**config.mk**
```make
export PLATFORM = sky130hd
export DESIGN_NAME = tmr_irq_unit
export DESIGN_NICKNAME = d
export VERILOG_FILES = /design/src/rtl/tirq_pkg.sv /design/src/rtl/tirq_rst_sync.sv /design/src/rtl/tirq_mask.sv /design/src/rtl/tirq_flags.sv /design/src/rtl/tirq_arb.sv /design/src/rtl/tmr_irq_unit.sv
export SDC_FILE = /design/constraint.sdc
export NUM_CORES = 1
export LEC_CHECK = 0
export CAP_MARGIN = 30
export CORE_AREA = 2 2 44 46
export DETAILED_ROUTE_END_ITERATION = 8
export DIE_AREA = 0 0 46 48
export DONT_BUFFER_PORTS = 1
export GPL_TIMING_DRIVEN = 0
export PLACE_DENSITY_LB_ADDON = 0.3
export SLEW_MARGIN = 30
export SYNTH_ARGS = -nofsm -noshare
export SYNTH_HDL_FRONTEND = slang
export SYNTH_HIERARCHICAL = 1
export SYNTH_SLANG_ARGS = --single-unit
```
**constraint.sdc**
```tcl
create_clock -name clk -period 0.8 [get_ports clk]
set_input_delay 0.04 -clock clk [delete_from_list [all_inputs] [get_ports clk]]
set_output_delay 0.04 -clock clk [all_outputs]
set_load 0.01 [all_outputs]
```
**src/rtl/tirq_pkg.sv**
```systemverilog
package tirq_pkg;
  localparam int NSRC = 4;
  localparam int DW   = 8;
  localparam int AW   = 6;
  localparam int VW   = 3;
  // source index order is vector order: 0 capture, 1 compare, 2 ovf1, 3 ovf0
  localparam int SRC_BIT [NSRC] = '{3, 6, 7, 1};
  localparam int SRC_VEC [NSRC] = '{3, 4, 5, 6};
  localparam logic [AW-1:0] ADDR_FLAG = 6'h38;
  localparam logic [AW-1:0] ADDR_MASK = 6'h39;
endpackage

```
**src/rtl/tirq_rst_sync.sv**
```systemverilog
module tirq_rst_sync (
  input  logic clk,
  input  logic rst_n,
  output logic rst_sync_n
);
  logic [1:0] sync_q;

  always_ff @(posedge clk or negedge rst_n) begin
    if (!rst_n) sync_q <= 2'b00;
    else        sync_q <= {sync_q[0], 1'b1};
  end

  assign rst_sync_n = sync_q[1];
endmodule

```
**src/rtl/tirq_mask.sv**
```systemverilog
module tirq_mask #(
  parameter int N = 4
) (
  input  logic         clk,
  input  logic         rst_n,
  input  logic         wr_en,
  input  logic [N-1:0] wr_bits,
  output logic [N-1:0] mask
);
  logic [N-1:0] mask_q, mask_d;

  always_comb begin
    mask_d = mask_q;
    if (wr_en) mask_d = wr_bits;
  end

  always_ff @(posedge clk or negedge rst_n) begin
    if (!rst_n)     mask_q <= '0;
    else if (wr_en) mask_q <= mask_d;
  end

  assign mask = mask_q;
endmodule

```
**src/rtl/tirq_flags.sv**
```systemverilog
module tirq_flags #(
  parameter int N = 4
) (
  input  logic         clk,
  input  logic         rst_n,
  input  logic [N-1:0] set_ev,
  input  logic [N-1:0] clr_req,
  output logic [N-1:0] flags
);
  logic [N-1:0] flag_q, flag_d, flag_en;

  for (genvar i = 0; i < N; i++) begin : g_flag
    always_comb begin
      flag_en[i] = set_ev[i] | clr_req[i];
      flag_d[i]  = set_ev[i];          // set dominates a same-cycle clear
    end

    always_ff @(posedge clk or negedge rst_n) begin
      if (!rst_n)          flag_q[i] <= 1'b0;
      else if (flag_en[i]) flag_q[i] <= flag_d[i];
    end
  end

  assign flags = flag_q;
endmodule

```
**src/rtl/tirq_arb.sv**
```systemverilog
module tirq_arb
  import tirq_pkg::*;
(
  input  logic            clk,
  input  logic            rst_n,
  input  logic [NSRC-1:0] pending,
  output logic            req,
  output logic [VW-1:0]   vec
);
  logic          req_d, req_q;
  logic [VW-1:0] vec_d, vec_q;

  always_comb begin
    req_d = |pending;
    vec_d = '0;
    for (int i = NSRC - 1; i >= 0; i--) begin
      if (pending[i]) vec_d = VW'(SRC_VEC[i]);   // lowest index wins
    end
  end

  always_ff @(posedge clk or negedge rst_n) begin
    if (!rst_n) begin
      req_q <= 1'b0;
      vec_q <= '0;
    end else begin
      req_q <= req_d;
      vec_q <= vec_d;
    end
  end

  assign req = req_q;
  assign vec = vec_q;
endmodule

```
**src/rtl/tmr_irq_unit.sv**
```systemverilog
module tmr_irq_unit
  import tirq_pkg::*;
(
  input  logic          clk,
  input  logic          rst_n,
  input  logic [AW-1:0] io_addr,
  input  logic          io_wr,
  input  logic [DW-1:0] io_wdata,
  output logic [DW-1:0] io_rdata,
  input  logic          ev_cap1,
  input  logic          ev_cmp1,
  input  logic          ev_ovf1,
  input  logic          ev_turn1,
  input  logic          ev_ovf0,
  input  logic          pwm_mode,
  input  logic          gie,
  input  logic          ack_valid,
  input  logic [VW-1:0] ack_vec,
  output logic          irq_req,
  output logic [VW-1:0] irq_vec
);
  logic            rst_int_n;
  logic            wr_flag, wr_mask;
  logic [NSRC-1:0] set_ev, clr_req, wr_bits;
  logic [NSRC-1:0] flags_q, mask_q, pending;
  logic [DW-1:0]   flag_byte, mask_byte;
  logic [DW-1:0]   used_bits;
  logic            unused_wdata;

  tirq_rst_sync u_rst (.clk(clk), .rst_n(rst_n), .rst_sync_n(rst_int_n));

  assign wr_flag = io_wr && (io_addr == ADDR_FLAG);
  assign wr_mask = io_wr && (io_addr == ADDR_MASK);

  always_comb begin
    set_ev[0] = ev_cap1;
    set_ev[1] = ev_cmp1;
    set_ev[2] = pwm_mode ? ev_turn1 : ev_ovf1;
    set_ev[3] = ev_ovf0;
  end

  for (genvar i = 0; i < NSRC; i++) begin : g_src
    assign wr_bits[i] = io_wdata[SRC_BIT[i]];
    assign clr_req[i] = (wr_flag && io_wdata[SRC_BIT[i]]) ||
                        (ack_valid && (ack_vec == VW'(SRC_VEC[i])));
  end

  always_comb begin
    flag_byte = '0;
    mask_byte = '0;
    used_bits = '0;
    for (int i = 0; i < NSRC; i++) begin
      flag_byte[SRC_BIT[i]] = flags_q[i];
      mask_byte[SRC_BIT[i]] = mask_q[i];
      used_bits[SRC_BIT[i]] = 1'b1;
    end
  end

  assign unused_wdata = ^(io_wdata & ~used_bits);

  tirq_mask #(.N(NSRC)) u_mask (
    .clk(clk), .rst_n(rst_int_n), .wr_en(wr_mask), .wr_bits(wr_bits), .mask(mask_q)
  );

  tirq_flags #(.N(NSRC)) u_flags (
    .clk(clk), .rst_n(rst_int_n), .set_ev(set_ev), .clr_req(clr_req), .flags(flags_q)
  );

  assign pending = flags_q & mask_q & {NSRC{gie}};

  tirq_arb u_arb (
    .clk(clk), .rst_n(rst_int_n), .pending(pending), .req(irq_req), .vec(irq_vec)
  );

  always_comb begin
    if (io_addr == ADDR_FLAG)      io_rdata = flag_byte;
    else if (io_addr == ADDR_MASK) io_rdata = mask_byte;
    else                           io_rdata = {DW{unused_wdata & 1'b0}};
  end
endmodule

```
# Word-level counts from Yosys, hierarchy flattened
# Cells that the tools add are included.
# classes
bitwise,6
n_eq_ne,6
n_mux,7
n_reduce_logical,15
# ops
operator,count
two-way mux 8 bit,2
== test 6 bit (second input constant),2
two-way mux 3 bit,4
logical AND 1 bit,10
== test 3 bit (second input constant),3
bitwise AND 4 bit,2
logical OR 1 bit,4
OR 1 bit,4
OR reduction 4 bit,1
== test 3 x 2 -> 1 bit (second input constant),1
two-way mux 1 bit,1
# totals
regBits,14
inputBits,28
out_inout_bits,12

# Depth between registers and ports, before layout
# logic_depth
ltp_word,6
mapped_depth,5
ltp_nobuf,4

# Hierarchy
# The synthesis kept the hierarchy.
# by_module_without_submodules
mod,cells_per_inst,area_per_inst_um2,seq_area_each_um2,instances
tmr_irq_unit,35,257.7,0.0,1
tirq_flags,12,145.1,100.1,1
tirq_mask,8,145.1,100.1,1
tirq_arb,11,142.6,100.1,1
tirq_rst_sync,3,53.8,50.0,1

# Worst setup path after synthesis
# Ideal clock, no wire load.
# synth_timing
path_type,input to register
startpoint,input io_addr[2]
endpoint,"register u_mask.mask_q[0], in the netlist u_mask/mask[0]"
cell_stages,3
n_path_buf,0
required_ps,675
setup_time_ps,125
path_slack_ps,-446
arrival_ps,1121
cell_sequence,nand4b_2 > nor3_1 > mux2_2
# synth_via
elab_chain_cells,2
# synth_lines
item,line,rtl
"start, declared",tmr_irq_unit.sv:6,"input logic [AW-1:0] io_addr,"
== test 6 bit,tmr_irq_unit.sv:33,assign wr_mask = io_wr && (io_addr == ADDR_MASK);
logical AND 1 bit,tmr_irq_unit.sv:33,
named net wr_mask,tmr_irq_unit.sv:23,"logic wr_flag, wr_mask;"
"end signal, assigned",tirq_mask.sv:19,else if (wr_en) mask_q <= mask_d;
"end, declared",tirq_mask.sv:10,"logic [N-1:0] mask_q, mask_d;"
# The timed path passes the listed nets, and every way through them passes these cells.
# A chain may end at the register's enable or synchronous reset.

# Worst setup path in the final report
# layout_timing
startpoint,"register u_mask.mask_q[3], in the netlist u_mask/mask[3]"
endpoint,output io_rdata[1]
# layout_via
elab_chain_cells,2
# layout_lines
item,line,rtl
two-way mux 8 bit,tmr_irq_unit.sv:77,else if (io_addr == ADDR_MASK) io_rdata = mask_byte;
two-way mux 8 bit,tmr_irq_unit.sv:76,if (io_addr == ADDR_FLAG) io_rdata = flag_byte;
"end, declared",tmr_irq_unit.sv:9,"output logic [DW-1:0] io_rdata,"
# No other way between the ends.

==> flow_metrics.env <==
export IMPL_setup_ws_ns=-0.2187
export IMPL_grt_overflow_total=0
export IMPL_core_area_mm2=0.001689
export IMPL_fin_skew_ns=0.005400
export IMPL_firstDrtPassIters=4
export IMPL_clockRootBuffer="clkbuf_4"
export IMPL_worstPathRequired_ns=0.76
export IMPL_critPathMaxFanout=3
export IMPL_syn_inst=69
export IMPL_regArea_um2=350.3
export IMPL_slowest_delay_ns=0.40
export IMPL_via_per_inst=5.389
export IMPL_cp_arrival_ns=0.98
export IMPL_irDropWorstVdd_v=0.0008846
export IMPL_final_common_cell="dfrtp_1"
export IMPL_layout_cells_non_filler=108
export IMPL_setup_viol=9
export IMPL_start_kind="flop"
export IMPL_finalHoldWorstSlack_ns=-0.007726
export IMPL_period_needed_ns=1.019
export IMPL_die_area_mm2=0.002208
export IMPL_rsz0062_at_grt="yes"
export IMPL_cap_violations=0
export IMPL_r2r_cells=3
export IMPL_vias=582
export IMPL_cts_tree="done"
export IMPL_critPathSlowestCell="dfrtp_1"
export IMPL_yosysWarnings=6
export IMPL_antenna_found_initial=0
export IMPL_grt_pass1_wl_um=2235
export IMPL_cts_path_max_buffers=2
export IMPL_synth_distinct_cells=21
export IMPL_antenna_cells=0
export IMPL_grt_max_degree=13
export IMPL_met2WireLength_um=748
export IMPL_multi_input_area_um2=410.4
export IMPL_areaGrowthSynthToFinish_pct=37.65
export IMPL_drt_met1_wl_um=589
export IMPL_path_clk_slew_ns=0.07
export IMPL_dp_cells=89
export IMPL_initial_core_util_pct=44.07
export IMPL_fmax_ghz=0.9817
export IMPL_cts_sinks=14
export IMPL_ant_nets=0
export IMPL_syn_area_per_cell_um2=10.79
export IMPL_power_density_mw_per_mm2=1482
export IMPL_cp_top_family="flip-flops"
export IMPL_place_congestion=0.7717
export IMPL_fp_dieH_um=48
export IMPL_port_buffers=0
export IMPL_crit_type="flop to primary output"
export IMPL_final_max_slew_viol_count=0
export IMPL_post_route_drc_count=0
export IMPL_layout_nets=121
export IMPL_layout_common_cells="dfrtp_1, dlygate4sd3_1, buf_4"
export IMPL_cp_end_kind="primary output"
export IMPL_wirelength_um=1473
export IMPL_synth_area_um2=744.5
export IMPL_nFillCells=143
export IMPL_htreeDepth=1
export IMPL_p_leak_nw=0.4659
export IMPL_cts_buffers=3
export IMPL_dr_max_layer_used="met3"
export IMPL_setup_tns_ns=-1.420
export IMPL_wl_per_cell_um=13.64
export IMPL_drive_above_1_share_pct=37.36
export IMPL_failed_checks="negative hold slack, negative setup slack"
export IMPL_grt_pass1_vias=501
export IMPL_finalPower_mw=1.519
export IMPL_worst_hold_path_type="primary input to flop"
export IMPL_cp_depth=2
export IMPL_dpl_hpwl_um=1068
export IMPL_clk_latency_ns=0.27
export IMPL_cp_buffers_inverters=0
export IMPL_grt_use_total_pct=14.78
export IMPL_synth_seq_cells=14
export IMPL_hold_viol_final=1
export IMPL_die_w_um=46
export IMPL_rows=15
export IMPL_ioPinCount=40
export IMPL_synth_yosys_seq_area_share_pct=47.06
export IMPL_wl_met3_um=135
export IMPL_hold_buffers=10
export IMPL_min_period_over_period_pct=127.3
export IMPL_dr_first_iter_drc_count=10
export IMPL_path_cells="mux2i_1 > nor3_2"
export IMPL_status="complete, but fails checks"
export IMPL_worstHoldPathCells=2
layer usage:
metal / GRT usage, % / vias up
li1: - / 282
met1: 17.59 / 280
met2: 23.61 / 20
met3: 7.925 / 0
met4: 3.429 / 0
met5: 0 / -
flip-flops by register name, indices dropped and copies added (netlist names):
| register | count |
|---|---|
| u_arb/vec | 3 |
| u_mask/mask | 4 |
| u_flags/flags | 4 |
| u_rst/sync_q | 2 |
| u_arb/req | 1 |
where the power goes:
group / internal [mW] / leakage, nW / switching, mW
clock network: 0.174 / 0.0138 / 0.198
logic: 0.185 / 0.286 / 0.112
registers: 0.782 / 0.166 / 0.0681
timing repair:
action	CTS	global route
buffers inserted	2	5
setup endpoints to repair	8	14
gates resized for setup	5	3
gates cloned	0	0
pin swaps	4	4
endpoints found under the hold margin	10	1
synthesized netlist by cell type:
cell type,number,area (um2)
a21o_1,6,45.04
and3_1,4,25.02
buf_4,4,30.03
buf_6,1,11.26
conb_1,2,7.510
dfrtp_1,14,350.3
inv_1,6,22.52
mux2_2,5,56.30
mux2i_1,4,40.04
nand2_1,5,18.77
nand2b_1,1,6.260
nand3b_1,1,7.510
nand4b_1,2,17.52
nand4b_2,1,15.01
nor2_1,2,7.510
nor3_1,5,25.02
nor3_2,1,10.01
o31ai_1,2,15.01
o32ai_1,1,8.760
o32ai_2,1,16.27
or2_4,1,8.760
path summary, 6_finish.rpt:
path | slack (ns) | end | from
worst max-delay path | -0.22 | io_rdata[1] | u_mask/mask[3]$_DFFE_PN0P_
worst min-delay path | -0.008 | u_flags/flags[2]$_DFFE_PN0P_ | ev_ovf1
worst max register to register | -0.17 | u_arb/req$_DFF_PN0_ | u_flags/flags[1]$_DFFE_PN0P_
worst min register to register | 0.20 | u_arb/vec[1]$_DFF_PN0_ | u_rst/sync_q[1]$_DFF_PN0_
max in group asynchronous | 0.15 | u_rst/sync_q[0]$_DFF_PN0_ | rst_n
min in group asynchronous | 0.20 | u_arb/vec[1]$_DFF_PN0_ | u_rst/sync_q[1]$_DFF_PN0_
worst register-to-register path, stage by stage (launching register included):
cell      delay [ns]
dfrtp_1         0.41
and3_4          0.22
nor3_4          0.17
nand2b_1        0.07
final cells by class:
class	instances	share of cell area, %
multi-input cells	47	40.05
inverters	6	2.198
well taps	17	2.076
flip-flops and latches	14	34.19
repair buffers	16	14.90
clock buffers	3	2.198
plain buffers	5	4.396
cells by family after synthesis:
logic type / Yosys count / synth area share [%]
simple gates: 23 / 18.99
mux: 9 / 12.94
other cells: 2 / 1.009
compound gates: 10 / 11.43
flops: 14 / 47.06
buf+inv: 11 / 8.571
through the flow:
stage          cell area [um2]  util [%]  setup WS, ns
2_1_floorplan            799.5         -       -0.2008
6_report                  1025     60.67       -0.2187
3_5_place_dp             820.8     48.59       -0.2855
5_1_grt                   1025     60.67       -0.2957
4_1_cts                  984.7     58.30       -0.2065
3_3_place_gp             820.8     48.59       -0.2671
Power figures use the tool's default switching activity.
